## src/rtl/irq_coalescer.sv

```systemverilog
module irq_coalescer #(
  parameter int W = 32,
  parameter int DW = 16,
  parameter int RXHI_BIT = 2,
  parameter int TXLO_BIT = 6,
  parameter logic [W-1:0] URGENT = 32'h0000_0001,
  parameter logic [W-1:0] RSVD = 32'hF000_0000,
  parameter logic [W-1:0] MASK_RST = 32'h0000_0047
) (
  input  logic          clk,
  input  logic          rst_n,
  input  logic          post_stb,
  input  logic [W-1:0]  post_bits,
  input  logic          rx_drained,
  input  logic          tx_filled,
  input  logic          rd_status,
  input  logic          wr_status,
  input  logic          wr_mask,
  input  logic [W-1:0]  wr_data,
  input  logic          wr_enable,
  input  logic          enable_val,
  input  logic [DW-1:0] delay_cfg,
  output logic          irq,
  output logic [W-1:0]  status_q,
  output logic [W-1:0]  mask_q,
  output logic          enabled,
  output logic          err
);

  logic          pend, armed, rx_mt, tx_fl;
  logic [DW-1:0] cnt;
  logic [W-1:0]  set_bits, clr_bits, stat_n, mask_n, live, cand;
  logic          en_n, post_hit, post_now, post_late;
  logic          mask_kick, en_kick, expire, kill, fire, load, rsvd_hit;

  assign rsvd_hit = (post_stb && |(post_bits & RSVD)) || (wr_status && |(wr_data & RSVD));
  assign set_bits = post_stb ? (post_bits & ~RSVD) : '0;
  assign clr_bits = rd_status ? '1 : (wr_status ? (wr_data & ~RSVD) : '0);
  assign stat_n   = (status_q | set_bits) & ~clr_bits;
  assign mask_n   = wr_mask ? wr_data : mask_q;
  assign en_n     = wr_enable ? enable_val : enabled;
  assign live     = stat_n & mask_n;

  always_comb begin
    cand = live;
    if (!rx_mt) cand[RXHI_BIT] = 1'b0;
    if (!tx_fl) cand[TXLO_BIT] = 1'b0;
  end

  assign post_hit  = post_stb && enabled && |cand;
  assign post_now  = post_hit && (|(cand & URGENT) || delay_cfg == '0);
  assign post_late = post_hit && !post_now;
  assign mask_kick = wr_mask && (wr_data != mask_q) && enabled && |live;
  assign en_kick   = wr_enable && enable_val && !enabled && |live;
  assign expire    = armed && cnt == DW'(1);
  assign kill      = !en_n || ~|live;
  assign fire      = post_now || mask_kick || en_kick || expire;
  assign load      = post_late && (!armed || delay_cfg <= cnt);

  always_ff @(posedge clk) begin
    if (!rst_n) begin
      status_q <= '0;
      mask_q   <= MASK_RST;
      enabled  <= 1'b0;
      rx_mt    <= 1'b0;
      tx_fl    <= 1'b0;
      err      <= 1'b0;
    end else begin
      status_q <= stat_n;
      mask_q   <= mask_n;
      enabled  <= en_n;
      rx_mt    <= (rx_mt && !post_stb) || rx_drained;
      tx_fl    <= (tx_fl && !post_stb) || tx_filled;
      err      <= rsvd_hit;
    end
  end

  always_ff @(posedge clk) begin
    if (!rst_n || kill) begin
      pend  <= 1'b0;
      armed <= 1'b0;
      cnt   <= '0;
    end else if (fire) begin
      pend  <= 1'b1;
      armed <= 1'b0;
    end else if (load) begin
      armed <= 1'b1;
      cnt   <= delay_cfg;
    end else if (armed) begin
      cnt   <= cnt - DW'(1);
    end
  end

  assign irq = pend;

endmodule


```

## config.mk

```make
export PLATFORM = sky130hd
export DESIGN_NAME = irq_coalescer
export DESIGN_NICKNAME = d
export VERILOG_FILES = /design/src/rtl/irq_coalescer.sv
export SDC_FILE = /design/constraint.sdc
export NUM_CORES = 1
export LEC_CHECK = 0
export BUFFER_PORTS_ARGS = -buffer_cell sky130_fd_sc_hd__buf_2
export CAP_MARGIN = 10
export CORE_MARGIN = 4
export CORE_UTILIZATION = 30
export DETAILED_ROUTE_END_ITERATION = 6
export SLEW_MARGIN = 20
export SYNTH_ARGS = -nofsm -noshare
export SYNTH_HDL_FRONTEND = slang
export SYNTH_SLANG_ARGS = --single-unit
```

## constraint.sdc

```tcl
create_clock -name clk -period 2.7 [get_ports clk]
set_input_delay 0.27 -clock clk [delete_from_list [all_inputs] [get_ports clk]]
set_output_delay 0.27 -clock clk [all_outputs]
set_load 0.02 [all_outputs]
```

==> flow_metrics.py, run 1 <==
metrics = {
    "logic_synthesis": {
        "synth_cells": 535,
        "synth_area_leader_cell": "dfxtp_1",
        "yosysSeqAreaShare_pct": 35.4,
        "syn_area_mm2": 0.00487,
        "ys.warnings.count": 0,
        "yosysTopAreaCellShare_pct": 35.4,
        "synth-seq-cells": 86,
        "synth_top_cells_by_area": "dfxtp_1 35%, a2111oi_0 9.9%, mux2i_1 9.0%",
        "synth_flop_cell": "dfxtp_1",
        "ys_types": 51,
        "synth_edf_count": 0,
        "syn_avg_cell_area_um2": 9.10,
        "yosys-top-cells-count": "86 x dfxtp_1, 55 x a2111oi_0, 55 x a21oi_1",
        "synth.net_count": 643,
        "ys_async_sr_fraction_pct": 0,
        "synth_most_common_cell": "dfxtp_1",
    },
    "worst_setup_path": {
        "crit_chain": "buf_4, buf_12, buf_4, mux2i_2, a2111oi_0, buf_4, nor4_1, nand4_1, o21ai_0, nand4b_1, buf_4, buf_4, a21oi_1, o32ai_2",
        "worstPathArrival_ns": 2.84,
        "ff2ff_setup_slack_ns": 0.09,
        "slowest_delay_ns": 0.58,
        "path_class": "input port to flip-flop",
        "cp.required_ns": 2.92,
        "worstSetupEndpointType": "flip-flop",
        "startpoint_type": "input port",
        "crit_top_cell": "buf_4",
        "cp_max_fo": 9,
        "cp_slowest_cell": "a2111oi_0",
    },
    "clock_tree": {
        "clock-sinks": 86,
        "cts_tree": "yes",
        "clk_pin_slew_ns": 0.07,
        "postCtsHoldBufs": 0,
        "cts_buffers": 9,
        "cts.path.max_buffers": 2,
        "clock_latency_ns": 0.34,
        "htreeDepth": 3,
        "cts_root_buffer": "clkbuf_16",
    },
    "min_path": {
        "hold_class": "input port to flip-flop",
    },
    "grt": {
        "grt_max_degree": 64,
        "track_usage_pct": 17.8,
        "antenna_found_initial": 0,
        "overflow": 0,
        "grt_pass1_vias": 4837,
        "grt_pass1_wl_mm": 25.9,
    },
    "routing": {
        "via_per_inst": 5.21,
        "ant_nets": 0,
        "wl_per_cell_um": 17.0,
        "vias": 5226,
        "firstDrtPassIters": 5,
        "wl_mm": 17.1,
        "drc_errors": 0,
        "drt_iter0_drc": 370,
    },
    "floorplan": {
        "core.rowCount": 46,
        "dieArea_mm2": 0.0183,
        "start_util_pct": 30.7,
        "core_mm2": 0.0159,
        "die_h_um": 135,
        "ios": 157,
        "die_x_um": 135,
    },
    "sta": {
        "fin_crit_sh_pct": 97.2,
        "min_period_ns": 2.62,
        "clock_skew_ns": 0.00775,
        "relSlewSlack_pct": 31.2,
        "hold_violations": 0,
        "fmax_mhz": 381,
        "worst_slack_ns": 0.0762,
        "setup_viol": 0,
        "tightest_slew_ns": 1.03,
        "timing.hold.ws_ns": 0.160,
        "slew_violations": 0,
    },
    "power": {
        "leakage_nw": 3.20,
        "irDropWorstVdd_mv": 0.299,
        "p_total_mw": 3.34,
        "power_density_mw_per_mm2": 470,
    },
    "placed_design": {
        "post-dp-hpwl_mm": 13.1,
        "pre_cts_ws_ns": -0.319,
        "io_buffers": 156,
        "place_area_mm2": 0.00658,
        "gp_congestion": 0.902,
    },
    "final_layout": {
        "multiInputGateArea_mm2": 0.00303,
        "layout.nets": 892,
        "antenna-diode-count": 0,
        "seqCellArea_mm2": 0.00172,
        "design_area_mm2": 0.00711,
        "syn_to_final_growth_pct": 46.0,
        "drive_gt1_share_pct": 40.4,
        "num-fill-cells": 1598,
    },
    "job": {
        "cap_viol_max_count": 0,
    },
    "run_status": {
        "status": "complete, no violations",
    },
}
## area by class of cell
cell class,count,area share (%)
Multi-Input combinational cell,395,42.5
Sequential cell,86,24.2
Clock buffer,11,3.55
Clock inverter,4,0.422
Tap cell,216,3.80
Inverter,22,1.16
Timing Repair Buffer,270,24.3
## routing by layer
metal  vias to the layer above  part of all wire (%)  GRT usage [%]  wire [um]
li1                       2566                     -              -          -
met1                      2470                    46           24.3       7940
met2                       161                    46           28.2       7790
met3                        29                   5.7           2.93        982
met4                         0                   2.2           6.55        380
met5                         -                     0              0          0
## power by group
part           internal, mW  total, mW  switching, mW
clock                 0.673       1.21          0.535
combinational         0.356      0.778          0.422
sequential             1.32       1.36         0.0400
total                  2.34       3.34          0.997
## state kept, by name, indices dropped and copies added, names as in the netlist
name and cells:
irq 1, mask_q 32, status_q 32, err 1, cnt 16, rx_mt 1
tx_fl 1, armed 1, enabled 1
## logic make-up (layout without fill, tap and decap cells)
kind of cell               after synthesis  count (layout)  synth area share (%)
xor gates and xnor gates                32              32                  5.76
AOI/OAI and AO/OA                      152             152                  24.0
muxes                                   44              44                  9.04
buffers and inverters                   56             307                  5.50
adders and majority gates               18              18                  4.62
DFF                                     86              86                  35.4
and+or+nand+nor                        147             149                  15.8
## timing repair
item	in CTS	in global routing
buffers inserted	0	9
endpoints found under the setup margin	0	16
resized for setup	0	28
## layout by cell type (no fill, tap or decap), types with 4 or more instances in the layout
cell,instances
a2111oi_1,9
nand4_1,15
a2111oi_0,47
clkbuf_16,10
nand3_1,14
nor2_1,48
o32ai_2,9
nor3_1,5
xnor2_1,32
nor4_1,12
buf_4,107
buf_2,155
mux2i_1,41
a21oi_1,55
nand2_1,26
nor4_2,4
inv_1,21
ha_1,18
buf_12,5
o32ai_1,6
nand2b_1,4
dfxtp_1,85
## final timing paths
path	cells after the start	to	startpoint
max	14	cnt[4]$_SDFFE_PP0P_	wr_mask
min	3	tx_fl$_SDFF_PN0_	tx_filled
max reg2reg	11	cnt[10]$_SDFFE_PP0P_	cnt[1]$_SDFFE_PP0P_
min reg2reg	2	cnt[14]$_SDFFE_PP0P_	cnt[14]$_SDFFE_PP0P_
## stage by stage
stage	utilization, %	setup TNS [ns]	std cells
2_1_floorplan	-	0	535
3_3_place_gp	41.4	-2.74	977
3_5_place_dp	41.4	-3.22	977
4_1_cts	43.2	0	992
5_1_grt	44.8	-0.200	1004
6_report	44.8	0	1004
## critical path, delay by kind of cell
kind | cells | cell delay (ns)
AO/OA/AOI/OAI | 4 | 0.93
buffers and inverters | 6 | 1.06
multiplexers | 1 | 0.15
AND/OR/NAND/NOR | 3 | 0.40
No activity file was read; power rests on OpenSTA's default activity.
==> run 2: changes to the inputs <==
PLACE_DENSITY = 0.55   (was not set)
==> run 2 against run 1 <==
  * Combinational power up 6.4%
  * Clock power hardly changed
  * First-iteration DRC count up 7.6%
  * Highest routed layer unchanged
==> flow_metrics.py, run 2 (synthesis results as in run 1) <==
metrics = {
    "run_status": {
        "status": "complete, no violations",
    },
    "clock_tree": {
        "clock-sinks": 86,
        "htreeDepth": 3,
        "cts_tree": "yes",
        "clk_pin_slew_ns": 0.06,
        "clock_latency_ns": 0.35,
        "cts_buffers": 9,
        "postCtsHoldBufs": 0,
        "cts.path.max_buffers": 2,
        "cts_root_buffer": "clkbuf_16",
    },
    "final_layout": {
        "drive_gt1_share_pct": 43.8,
        "multiInputGateArea_mm2": 0.00311,
        "final_common_cell": "buf_2",
        "fin_util_pct": 46.1,
        "layout_common_cells": "155 x buf_2, 103 x buf_4, 79 x dfxtp_1, 48 x nor2_1, 46 x a21oi_1",
        "syn_to_final_growth_pct": 50.3,
        "layout.nets": 896,
        "largest_registers": "mask_q x32, status_q x32, cnt x16",
        "seqCellArea_mm2": 0.00173,
        "num-fill-cells": 1551,
        "antenna-diode-count": 0,
    },
    "sta": {
        "min_period_ns": 2.63,
        "slew_violations": 0,
        "setup_viol": 0,
        "relSlewSlack_pct": 42.8,
        "rsz0062_at_grt": "yes",
        "fmax_mhz": 380,
        "fin_crit_sh_pct": 97.3,
        "tightest_slew_ns": 0.837,
        "setup-tns-final_ns": 0,
        "clock_skew_ns": 0.00875,
        "hold_violations": 0,
        "worst_slack_ns": 0.0718,
    },
    "placed_design": {
        "gp_congestion": 0.851,
        "post-dp-hpwl_mm": 13.7,
        "pre_cts_ws_ns": -0.344,
        "io_buffers": 156,
    },
    "worst_setup_path": {
        "worstSetupEndpointType": "flip-flop",
        "rr_worst_depth": 11,
        "path_class": "flip-flop to flip-flop",
        "startpoint_type": "flip-flop",
        "cp_max_fo": 4,
        "worstPathArrival_ns": 2.90,
        "cp.required_ns": 2.98,
        "reg2reg_to": "cnt[1]$_SDFFE_PP0P_",
        "r2r-start": "cnt[1]$_SDFFE_PP0P_",
        "ff2ff_setup_slack_ns": 0.07,
    },
    "grt": {
        "grt_pass1_wl_mm": 27.6,
        "grt.busiest_layer": "met2",
        "grt_use_met3_pct": 3.16,
        "grt_pass1_vias": 5234,
        "antenna_found_initial": 0,
        "grt_use_met2_pct": 30.3,
        "overflow": 0,
        "grt_max_degree": 40,
        "track_usage_pct": 18.8,
        "grtUsageMet1_pct": 25.4,
    },
    "power": {
        "power_frac_seq_pct": 40.3,
        "leakage_nw": 3.26,
        "switchingPower_mw": 1.03,
        "intPower_mw": 2.34,
        "power_density_mw_per_mm2": 460,
        "clkPwrFrac_pct": 35.2,
        "irDropWorstVdd_mv": 0.321,
        "p_total_mw": 3.37,
        "p_comb_share_pct": 24.6,
        "switching_share_pct": 30.5,
    },
    "routing": {
        "via_per_inst": 5.29,
        "ant_nets": 0,
        "vias": 5330,
        "firstDrtPassIters": 5,
        "wl_per_cell_um": 18.3,
        "drc_errors": 0,
        "wl_mm": 18.5,
        "drt_iter0_drc": 398,
    },
    "min_path": {
        "hp-start": "rx_drained",
        "whs_path_depth": 3,
        "holdPathEnd": "rx_mt$_SDFF_PN0_",
        "hold_class": "input port to flip-flop",
    },
    "floorplan": {
        "core_mm2": 0.0159,
        "ios": 157,
        "start_util_pct": 30.7,
        "die_h_um": 135,
        "core.rowCount": 46,
        "die_x_um": 135,
        "dieArea_mm2": 0.0183,
    },
    "job": {
        "cap_viol_max_count": 0,
    },
}
[run 2: cell types whose count changed in the layout (fill, tap and decap cells not counted), sizes merged]
cell | before | now
inv | 23 | 22
clkinv | 2 | 5
buf | 269 | 272
clkinvlp | 1 | 0
[run 2: worst max path at each step]
| stage | start | end | slack, ns | cells after the start |
|---|---|---|---|---|
| 2_1_floorplan | cnt[1]$_SDFFE_PP0P_ | cnt[1]$_SDFFE_PP0P_ | 0.14 | 10 |
| 3_3_place_gp | wr_mask | cnt[10]$_SDFFE_PP0P_ | -0.22 | 13 |
| 3_5_place_dp | wr_mask | cnt[8]$_SDFFE_PP0P_ | -0.34 | 12 |
| 4_1_cts | mask_q[14]$_SDFF_PN0_ | cnt[8]$_SDFFE_PP0P_ | 0.003 | 9 |
| 5_1_grt | mask_q[19]$_SDFF_PN0_ | cnt[5]$_SDFFE_PP0P_ | -0.07 | 11 |
| 6_report | cnt[1]$_SDFFE_PP0P_ | cnt[1]$_SDFFE_PP0P_ | 0.07 | 11 |
[run 2: power by group through the flow]
stage | Clock (mW) | Combinational [mW] | Sequential, mW
finish | 1.18 | 0.828 | 1.36
global route | 1.25 | 0.890 | 1.36
CTS | 1.21 | 0.741 | 1.35
detailed placement | 0 | 0.737 | 1.38
global placement | 0 | 0.724 | 1.38
floorplan | 0 | 0.325 | 1.43
[run 2: final cells by class]
cell class | count | share of cell area, %
timing repair buffer | 274 | 25.2
sequential | 86 | 23.7
clock inverter | 5 | 0.496
tap | 216 | 3.69
inverter | 22 | 1.13
clock buffer | 10 | 3.26
multi-input combinational | 395 | 42.5
[run 2: stage by stage]
step | std cells | instance area, um2 | hold WS [ns]
global route | 1008 | 7320 | 0.185
CTS | 988 | 6880 | 0.161
detailed placement | 973 | 6600 | 0.456
finish | 1008 | 7320 | 0.168
global placement | 973 | 6600 | 0.451
floorplan | 535 | 4870 | 0.332
[run 2: layer usage]
metal  wire length [um]  share of wire [%]  vias up
met4                310                1.7        0
met1               8350                 45     2561
met2               8740                 47      184
met5                  0                  0        -
met3               1090                5.9       22
li1                   -                  -     2563
[run 2: repair_timing]
item                       in CTS  in global routing
setup endpoints to repair      16                 16
gates resized for setup         1                 62
buffers inserted                0                 16
pin swaps                       1                 12
gates cloned                    0                  4
[run 2: critical path: stages, from the launching register on]
cell and delay (ns):
dfxtp_2 0.32, inv_1 0.10, ha_4 0.21, nor2b_1 0.12
o211ai_1 0.25, a2111oi_2 0.11, or4b_4 0.50, a31oi_4 0.25
buf_6 0.14, a21boi_1 0.06, or3b_1 0.39, a21oi_2 0.11
==> run 3: changes to the inputs <==
CTS_BUF_LIST = sky130_fd_sc_hd__clkbuf_4   (was not set)
==> run 3 against run 2 <==
  * Global-route usage hardly changed
  * Via count is 0.96% lower
  * Clock power is 44% lower
  * Maximum frequency is 1.8% lower
  * Cell count is 0.69% lower
  * Largest cell class unchanged
==> flow_metrics.py, run 3 (synthesis results as in run 1) <==
metrics = {
    "run_status": {
        "status": "complete, no violations",
    },
    "worst_setup_path": {
        "slowest_delay_ns": 0.51,
        "worstSetupEndpointType": "flip-flop",
        "crit_chain": "inv_1, ha_4, nor2b_1, o211ai_1, a2111oi_2, or4b_4, a31oi_4, buf_4, nand2_4, a21oi_1, o32ai_2",
        "endpoint": "cnt[14]$_SDFFE_PP0P_",
        "ff2ff_setup_slack_ns": 0.02,
        "cp.required_ns": 3.04,
        "path_class": "flip-flop to flip-flop",
        "rr_worst_depth": 11,
        "reg2reg_to": "cnt[14]$_SDFFE_PP0P_",
        "cp_slowest_cell": "or4b_4",
        "worstPathArrival_ns": 3.02,
        "critical_path.startpoint": "cnt[1]$_SDFFE_PP0P_",
        "r2r-start": "cnt[1]$_SDFFE_PP0P_",
        "startpoint_type": "flip-flop",
        "cp_max_fo": 12,
    },
    "final_layout": {
        "layout_common_cells": "156 x buf_2, 98 x buf_4, 79 x dfxtp_1, 48 x nor2_1, 46 x a21oi_1",
        "fin_cells": 1001,
        "final_common_cell": "buf_2",
        "layout.nets": 888,
        "largest_registers": "mask_q x32, status_q x32, cnt x16",
        "drive_gt1_share_pct": 42.3,
        "syn_to_final_growth_pct": 43.8,
        "fin_util_pct": 44.1,
    },
    "clock_tree": {
        "cts_root_buffer": "clkbuf_4",
        "clock-sinks": 86,
        "htreeDepth": 3,
        "clock_latency_ns": 0.47,
        "cts_tree": "yes",
        "cts.path.max_buffers": 2,
        "clk_pin_slew_ns": 0.15,
        "cts_buffers": 9,
    },
    "floorplan": {
        "ios": 157,
        "dieArea_mm2": 0.0183,
        "core_mm2": 0.0159,
        "die_x_um": 135,
        "start_util_pct": 30.7,
        "core.rowCount": 46,
        "die_h_um": 135,
    },
    "sta": {
        "worst_slack_ns": 0.0244,
        "rsz0062_at_grt": "yes",
        "fin_crit_sh_pct": 99.1,
        "min_period_ns": 2.68,
        "fmax_mhz": 374,
        "hold_violations": 0,
        "setup_viol": 0,
        "tightest_slew_ns": 0.828,
        "relSlewSlack_pct": 43.4,
        "slew_violations": 0,
        "clock_skew_ns": 0.0208,
    },
    "power": {
        "leakage_nw": 3.13,
        "irDropWorstVdd_mv": 0.166,
        "power_density_mw_per_mm2": 402,
    },
    "routing": {
        "drc_errors": 0,
        "via_per_inst": 5.27,
        "drt_iter0_drc": 363,
        "wl_per_cell_um": 17.8,
        "vias": 5279,
        "firstDrtPassIters": 4,
        "ant_nets": 0,
        "wl_mm": 17.9,
    },
    "placed_design": {
        "gp_congestion": 0.851,
        "post-dp-hpwl_mm": 13.7,
        "placedCellCount": 973,
        "pre_cts_ws_ns": -0.344,
        "io_buffers": 156,
    },
    "grt": {
        "grt_pass1_wl_mm": 27.6,
        "track_usage_pct": 18.8,
        "grt_pass1_vias": 5260,
        "overflow": 0,
        "grtUsageMet1_pct": 25.3,
        "grt.busiest_layer": "met2",
        "grt_use_met3_pct": 3.38,
        "antenna_found_initial": 1,
        "grt_use_met2_pct": 30.4,
        "grt_max_degree": 40,
    },
    "min_path": {
        "hold_class": "input port to flip-flop",
    },
    "job": {
        "cap_viol_max_count": 0,
    },
}
==> run 3: changes by cell type in the layout (fill, tap and decap cells not counted), sizes merged <==
cell	previous run	this run
clkinv	5	6
buf	272	266
diode	0	1
clkbuf	12	9
==> run 3: layout make-up <==
class,instances,area [um2]
Antenna cell,1,2.50
Inverter,22,82.6
Tap cell,216,270
Sequential cell,86,1730
Timing Repair Buffer,266,1730
Multi-Input combinational cell,395,3080
Clock inverter,6,40.0
Fill cell,1599,8880
Clock buffer,9,67.6
==> run 3: how the worst min path moves through the flow <==
stage                           from                      end  slack [ns]  cells past startpoint
global route             wr_data[21]  status_q[21]$_SDFF_PN0_        0.02                      2
floorplan                      rst_n     mask_q[0]$_SDFF_PN1_        0.33                      1
CTS                      wr_data[27]  status_q[27]$_SDFF_PN0_      0.0004                      2
finish                   wr_data[19]  status_q[19]$_SDFF_PN0_        0.05                      2
detailed placement  irq$_SDFFE_PP0P_         irq$_SDFFE_PP0P_        0.46                      1
global placement    irq$_SDFFE_PP0P_         irq$_SDFFE_PP0P_        0.45                      1
==> run 3: critical path, delay by kind of cell, from the launching register on <==
family / cells / cell delay, ns
buffers and inverters: 2 / 0.30
AND/OR/NAND/NOR: 3 / 0.76
flip-flops: 1 / 0.34
adder cells (fa/ha/maj): 1 / 0.21
AO/OA/AOI/OAI: 5 / 0.95
==> run 3: repair_timing <==
item,in CTS,in global routing
cloned,0,2
hold buffers,0,0
setup buffers,2,8
endpoints found under the setup margin,16,16
pin swaps,1,7
resized for setup,2,47
==> run 3: per-stage QoR <==
step           hold WS (ns)  instance area, um2  power, mW  TNS (ns)
2_1_floorplan         0.332                4870       1.76         0
3_3_place_gp          0.451                6600       2.11     -3.11
3_5_place_dp          0.456                6600       2.12     -4.50
4_1_cts            0.000440                6730       2.79         0
5_1_grt              0.0244                7000       2.95    -0.525
6_report             0.0527                7000       2.81         0
==> run 3: layer usage <==
metal / routed length [um] / part of all wire [%]
met5: 0 / 0
met4: 361 / 2.0
met3: 1130 / 6.3
met2: 8290 / 46
met1: 8080 / 45
==> run 3: power breakdown <==
part | leakage (nW) | internal (mW) | switching [mW] | total, mW
clock | 0.0632 | 0.183 | 0.480 | 0.663
sequential | 0.706 | 1.32 | 0.0396 | 1.36
combinational | 2.36 | 0.363 | 0.433 | 0.796
